[src/rtl/pal_stream_check.sv]
module pal_stream_check #(
  parameter int DEPTH = 64
) (
  input  logic       clk,
  input  logic       rst_n,
  input  logic       in_valid,
  input  logic [7:0] in_data,
  input  logic       in_last,
  output logic       in_ready,
  output logic [9:0] led,
  output logic       msg_valid,
  output logic [7:0] msg_data,
  output logic       msg_last,
  input  logic       msg_ready
);
  localparam int AW = $clog2(DEPTH);
  localparam int CW = AW + 1;
  localparam logic [8*19-1:0] YES_TXT = "Palindrome detected";
  localparam logic [8*16-1:0] NO_TXT  = "Not a palindrome";
  localparam logic [9:0] LED_YES = 10'h01F;
  localparam logic [9:0] LED_NO  = 10'h3E0;

  typedef enum logic [1:0] {S_LOAD, S_CMP, S_MSG} state_t;

  state_t        st;
  logic [7:0]    mem [DEPTH];
  logic [CW-1:0] cnt, head, tail;
  logic          ovf, pass;
  logic [4:0]    idx;

  wire       take     = in_valid && in_ready;
  wire       is_space = in_data == 8'h20;
  wire       is_upper = in_data >= 8'h41 && in_data <= 8'h5A;
  wire [7:0] folded   = is_upper ? in_data + 8'h20 : in_data;
  wire       full     = cnt == CW'(DEPTH);
  wire       short_s  = ovf || cnt < CW'(2);
  wire       meet     = head >= tail;
  wire       differ   = mem[head[AW-1:0]] != mem[tail[AW-1:0]];

  assign in_ready  = st == S_LOAD;
  assign msg_valid = st == S_MSG;
  assign msg_data  = pass ? YES_TXT[(18 - idx) * 8 +: 8] : NO_TXT[(15 - idx) * 8 +: 8];
  assign msg_last  = msg_valid && (idx == (pass ? 5'd18 : 5'd15));

  always_ff @(posedge clk)
    if (take && !is_space && !full) mem[cnt[AW-1:0]] <= folded;

  always_ff @(posedge clk) begin
    if (!rst_n) begin
      st   <= S_LOAD;
      cnt  <= '0;
      head <= '0;
      tail <= '0;
      ovf  <= 1'b0;
      pass <= 1'b0;
      idx  <= '0;
      led  <= '0;
    end else begin
      case (st)
        S_LOAD: if (take) begin
          if (!is_space) begin
            if (full) ovf <= 1'b1;
            else      cnt <= cnt + CW'(1);
          end
          if (in_last) begin
            st   <= S_CMP;
            head <= '0;
            tail <= (is_space || full) ? cnt - CW'(1) : cnt;
          end
        end
        S_CMP: begin
          idx <= '0;
          if (short_s || (!meet && differ)) begin
            pass <= 1'b0;
            led  <= LED_NO;
            st   <= S_MSG;
          end else if (meet) begin
            pass <= 1'b1;
            led  <= LED_YES;
            st   <= S_MSG;
          end else begin
            head <= head + CW'(1);
            tail <= tail - CW'(1);
          end
        end
        default: if (msg_ready) begin
          if (msg_last) begin
            st  <= S_LOAD;
            cnt <= '0;
            ovf <= 1'b0;
          end else begin
            idx <= idx + 5'd1;
          end
        end
      endcase
    end
  end
endmodule


[config.mk]
export PLATFORM = sky130hd
export DESIGN_NAME = pal_stream_check
export DESIGN_NICKNAME = d
export VERILOG_FILES = /design/src/rtl/pal_stream_check.sv
export SDC_FILE = /design/constraint.sdc
export NUM_CORES = 1
export LEC_CHECK = 0
export BUFFER_PORTS_ARGS = -buffer_cell sky130_fd_sc_hd__clkbuf_2
export CELL_PAD_IN_SITES_DETAIL_PLACEMENT = 1
export CELL_PAD_IN_SITES_GLOBAL_PLACEMENT = 1
export CORE_MARGIN = 1.5
export CORE_UTILIZATION = 39
export CTS_CLUSTER_DIAMETER = 30
export DETAILED_ROUTE_END_ITERATION = 10
export HOLD_SLACK_MARGIN = 0.02
export MAX_ROUTING_LAYER = met4
export PLACE_DENSITY = 0.72
export SYNTH_ARGS = -nofsm -noshare
export SYNTH_HDL_FRONTEND = slang
export SYNTH_SLANG_ARGS = --single-unit
export TNS_END_PERCENT = 20
[constraint.sdc]
create_clock -name clk -period 5.05 [get_ports clk]
set_clock_uncertainty 0.1 [all_clocks]
set_input_delay 0.505 -clock clk [delete_from_list [all_inputs] [get_ports clk]]
set_output_delay 0.505 -clock clk [all_outputs]
set_load 0.02 [all_outputs]
==> results.toml, run 1 <==
[cts]
hold_buffers = 0
cts_tree = "done"
clkTransAtPathRegs_ns = 0.05
cts_buffer_depth = 3
worstSkewPairLatency_ns = 0.70
htreeDepth = 3
numCtsBuffers = 113
root_buffer = "clkbuf_16"
postCtsSetupBuffers = 0
clock_sinks = 555
cts_resized = 0

[global_routing]
grt_pass1_wl_um = 132000
antenna_found_initial = 0
grt_max_degree = 67
overflow = 0
track_usage = 0.267
grt_pass1_vias = 18600

[outcome]
outcome = "finished, violations left"
failed_checks = "capacitance limit, slew limit"

[synth]
synthArstFlopShare = 0
ys_warn_count = 0
synth_area_leaders = "edfxtp_1, mux4_2, dfxtp_1"
syn_area_per_cell_um2 = 16.4
synth-edff-count = 512
netlist.top_cell.by_area = "edfxtp_1"
synth_top_flop_cell = "edfxtp_1"
synth_nets = 1677
yosysSeqAreaShare = 0.599
syn-instance-count = 1651
yosys_register_bits = 555
yosysTopAreaCellShare = 0.567
synthesis.area_um2 = 27100
synth_cell_type_count = 63

[routing]
via_per_inst = 6.39
drc_errors = 0
antenna_left = 0
vias = 18000
drt_iter0_drc = 2250
wl_per_cell_um = 32.4
finalWirelength_um = 91100
dr.pass1.iters = 5

[critical_path]
critPathTopFamily = "simple AND/OR/NAND/NOR gates"
cp.depth = 10
arrival_ns = 5.49
critical_path.max_fanout = 12
critPathCaptureType = "flip-flop"
crit_buf_inv = 0
slowest_stage = "nor2b_1"
crit_path_frequent_cell = "or4_1"
start_kind = "flip-flop"
worstPathRequired_ns = 5.53
r2r_end = "head[5]"
crit_path_max_incr_delay_ns = 1.26
rrSetupSlack_ns = 0.03
cp_cell_sequence = "nor2b_1 > a22oi_1 > a211oi_1 > nor4_1 > xnor2_1 > o211a_1 > nand4_1 > or4_1 > or4_1 > o211ai_1"
rr_worst_depth = 10
crit_type = "reg -> reg"

[floorplanning]
core_um2 = 68700
die_w_um = 267
ios = 34
num_rows = 96
die-area_um2 = 71100
start_util = 0.395
fp.dieH_um = 267

[timing]
final.min_clock_period_ns = 5.02
finalSetupTns_ns = 0
final-setup-viol-count = 0
maxSlewViolCount = 10
timing.hold.ws_ns = 0.103
fmax_ghz = 0.199
worst_pin_slew_ns = 1.57
relSlewSlack = -0.0517
hold_viol_final = 0
period_share = 0.993
rsz0062_at_grt = "no"

[placement]
place.gp.congestion = 0.972
port_buffers = 32
dpl.cell_count = 2592
dp_hpwl_um = 60000

[layout]
diodes = 0
drive_above_1_share = 0.336
layout.cells.non_filler = 2808
seq_area_um2 = 16300
area_growth_pct = 20.3
nets = 1802
final.fill_count = 6626
multiInputGateArea_um2 = 10100

[pwr]
peakVddDrop_mv = 0.285
p_per_area_nw_per_um2 = 407
leakagePower_uw = 0.0103

[hold_path]
whs_path_depth = 4
hp-class = "in -> reg"
min_to = "ovf"
hold_start = "msg_ready"

[job]
drv_cap = 1
==> flip-flops by register name (all words and copies together), names as in the netlist, named ones only <==
name / count
ovf: 1
head: 7
st: 2
cnt: 7
led: 2
idx: 5
mem: 512
tail: 7
==> power breakdown <==
part / internal [uW] / switching [uW]
Clock: 4830 / 2730
Combinational: 231 / 388
Sequential: 5050 / 38.7
==> layout make-up <==
type	count	area share
Clock inverter	95	0.0316
Tap cell	931	0.0357
Sequential cell	555	0.498
Timing Repair Buffer	141	0.0342
Inverter	23	0.00265
Clock buffer	121	0.0882
Multi-Input combinational cell	942	0.309
==> placed cells by master, fill, tap and decap left out, drive strengths merged, types with 15 or more instances in the layout <==
master	n
nor2b	20
a21oi	45
clkbuf	153
nor3	22
dfxtp	43
a31oi	17
edfxtp	512
mux4	255
xnor2	15
nand3	46
a22oi	51
clkinv	47
buf	109
mux2	18
inv	45
nor2	113
nand2	77
o21ai	26
mux2i	54
==> how the worst max path moves through the flow <==
| stage | startpoint | to | slack (ns) |
|---|---|---|---|
| floorplan | flip-flop | flip-flop | 1.47 |
| global placement | flip-flop | flip-flop | 0.31 |
| detailed placement | flip-flop | head[5] | 0.28 |
| CTS | flip-flop | head[5] | 0.25 |
| global route | flip-flop | flip-flop | 0.09 |
| finish | flip-flop | head[5] | 0.03 |
==> layer usage <==
metal  share of wire  global-route usage  wire length (um)  vias to the layer above
li1                -                   -                 -                     7125
met1            0.39               0.343             35200                     9478
met2            0.48               0.417             43300                     1118
met3           0.096              0.0550              8740                      235
met4           0.042               0.106              3800                        0
met5               0                   -                 0                        -
==> through the flow <==
| stage | util | worst slack, ns | cell area [um^2] | power (uW) |
|---|---|---|---|---|
| 2_1_floorplan | - | 1.47 | 27100 | 5540 |
| 3_3_place_gp | 0.418 | 0.311 | 28700 | 5760 |
| 3_5_place_dp | 0.418 | 0.278 | 28700 | 5780 |
| 4_1_cts | 0.475 | 0.254 | 32600 | 13300 |
| 5_1_grt | 0.475 | 0.0946 | 32600 | 13500 |
| 6_report | 0.475 | 0.0337 | 32600 | 13300 |
==> cells in the mapped netlist, types with 8 or more instances <==
library cell	count
clkbuf_1	47
a21oi_1	45
buf_2	31
nor4_1	9
o32ai_1	8
nand3_1	46
buf_4	35
mux2_2	16
mux2i_1	54
inv_1	19
nor2_1	113
nor3_1	22
nand2_1	77
a21o_1	11
o22ai_1	8
nor2b_1	20
nand4_1	9
edfxtp_1	512
buf_1	12
mux4_2	255
dfxtp_1	43
nand2b_1	10
a31oi_1	17
o21ai_0	25
xor2_1	11
a22oi_1	51
o211ai_1	12
or3_1	9
ha_1	13
xnor2_1	15
==> cells by family after synthesis <==
| kind of cell | count (synthesis) | share of synthesized area |
|---|---|---|
| flip-flops | 555 | 0.599 |
| AND/OR/NAND/NOR | 349 | 0.0611 |
| multiplexers | 327 | 0.239 |
| AO/OA/AOI/OAI | 226 | 0.0573 |
| buffers and inverters | 154 | 0.0292 |
| XOR/XNOR | 26 | 0.00840 |
| adder cells (fa/ha/maj) | 13 | 0.00600 |
| other | 1 | 0.000138 |
==> worst min-delay path: stages <==
cell and delay, ns:
clkbuf_2 0.12, nand2_1 0.06, nand2_1 0.06, a21oi_1 0.06
No activity file was read; power rests on OpenSTA's default activity.
==> run 2: changes to the inputs <==
--- a/config.mk
+++ b/config.mk
@@ -12,7 +12,7 @@
 export CORE_UTILIZATION = 39
 export CTS_CLUSTER_DIAMETER = 30
 export DETAILED_ROUTE_END_ITERATION = 10
-export HOLD_SLACK_MARGIN = 0.02
+export HOLD_SLACK_MARGIN = 0.08
 export MAX_ROUTING_LAYER = met4
 export PLACE_DENSITY = 0.72
 export SYNTH_ARGS = -nofsm -noshare
==> constraint.sdc (replaced) <==
create_clock -name clk -period 5.05 [get_ports clk]
set_clock_uncertainty 0.1 [all_clocks]
set_input_delay 0.2525 -clock clk [delete_from_list [all_inputs] [get_ports clk]]
set_output_delay 0.2525 -clock clk [all_outputs]
set_load 0.02 [all_outputs]
==> results.toml, run 2 (synthesized netlist as in run 1, its figures left out) <==
[outcome]
outcome = "finished clean"

[cts]
worstSkewPairLatency_ns = 0.68
clock_sinks = 555
htreeDepth = 3
numCtsBuffers = 116
cts_buffer_depth = 3
clkTransAtPathRegs_ns = 0.05
postCtsSetupBuffers = 0
root_buffer = "clkbuf_16"
cts_resized = 0
cts_tree = "done"
hold_buffers = 5

[placement]
port_buffers = 32
dp_slack_ns = 0.474
placed_area_um2 = 28900
dpl.cell_count = 2612
dp_hpwl_um = 59100
place.gp.congestion = 0.966

[layout]
mostFrequentLayoutCell = "edfxtp_1"
area_growth_pct = 21.6
drive_above_1_share = 0.341
diodes = 0
layout.cells.non_filler = 2838
final_cell_mix = "edfxtp_1, mux4_2, buf_4"
nets = 1830
largest_register_ffs = 512
design_area_um2 = 33000

[timing]
hold_viol_final = 0
fmax_ghz = 0.212
rsz0062_at_grt = "no"
final.min_clock_period_ns = 4.71
relSlewSlack = 0.168
final-setup-viol-count = 0
period_share = 0.933
fin_ws_ns = 0.340
maxSlewViolCount = 0
finalSetupTns_ns = 0
worst_pin_slew_ns = 1.25

[routing]
finalWirelength_um = 91400
met3_length_um = 8410
wl_per_cell_um = 32.2
drc_errors = 0
drt_iter0_drc = 1917
via_per_inst = 6.33
dr.max_layer_used = "met4"
wl_met1_um = 34700
vias = 18000
antenna_left = 0
wl_met2_um = 44500
dr.pass1.iters = 5

[pwr]
internal_power_uw = 10500
p_per_area_nw_per_um2 = 412
p_sw_frac = 0.230
pwr-share-comb = 0.045
p_clk_frac = 0.580
peakVddDrop_mv = 0.365
leakagePower_uw = 0.0105
pwr-share-seq = 0.375
switchingPower_uw = 3120

[floorplanning]
die-area_um2 = 71100
start_util = 0.395
die_w_um = 267
num_rows = 96
ios = 34
fp.dieH_um = 267
core_um2 = 68700

[critical_path]
crit_type = "reg -> reg"
worstPathRequired_ns = 5.55
start_kind = "flip-flop"
critPathCaptureType = "flip-flop"
arrival_ns = 5.21
critical_path.max_fanout = 47

[global_routing]
overflow = 0
antenna_found_initial = 0
grt_pass1_vias = 18700
grt_pass1_wl_um = 134000
track_usage = 0.270
grt_max_degree = 67

[job]
drv_cap = 0

[hold_path]
hp-class = "in -> reg"
## run 2: cell types whose count changed in the layout (fill, tap and decap cells not counted), sizes merged
cell | before | now
inv | 45 | 50
clkinv | 47 | 38
bufinv | 12 | 17
dlygate4sd3 | 0 | 5
buf | 109 | 129
clkbuf | 153 | 157
## run 2: path summary, 6_finish.rpt
kind | start | to | slack, ns | cells after the start
hold reg to reg | head[0] | flip-flop | 0.42 | 2
hold / removal | in_last | tail[6] | 0.12 | 4
setup reg to reg | flip-flop | flip-flop | 0.34 | 11
setup / recovery | flip-flop | flip-flop | 0.34 | 11
## run 2: critical path, cell delays in order, from the launching register on
cell and delay [ns]:
dfxtp_4 0.91, buf_4 0.38, mux4_2 0.34, a22oi_1 0.21, a21oi_1 0.13, nor4_1 0.57
xnor2_1 0.20, o211a_1 0.17, nand4_1 0.16, or4_1 0.71, or4_1 0.57, o211ai_1 0.11
## run 2: routing by layer
metal / track usage / vias up
met5: - / -
met3: 0.0484 / 231
met1: 0.342 / 9467
met2: 0.428 / 1066
met4: 0.115 / 0
li1: - / 7189
## run 2: area by class of cell
type,instances,area [um^2]
clock inverter,96,1090
tap,931,1160
clock buffer,125,2980
multi-input combinational,942,10100
inverter,23,86.3
sequential,555,16300
timing repair buffer,166,1300
fill,6644,35700
## run 2: stage by stage
stage	hold slack [ns]	utilization	total power, uW
2_1_floorplan	0.251	-	5540
3_3_place_gp	0.362	0.420	5750
3_5_place_dp	0.389	0.420	5770
4_1_cts	0.0998	0.480	13600
5_1_grt	0.180	0.480	13900
6_report	0.117	0.480	13600
## run 2: power groups by stage
| stage | Sequential [uW] | Combinational, uW | Clock (uW) |
|---|---|---|---|
| floorplan | 5150 | 387 | 0 |
| detailed placement | 5180 | 593 | 0 |
| CTS | 5090 | 605 | 7940 |
| global route | 5090 | 645 | 8140 |
| finish | 5090 | 613 | 7880 |
| global placement | 5180 | 577 | 0 |
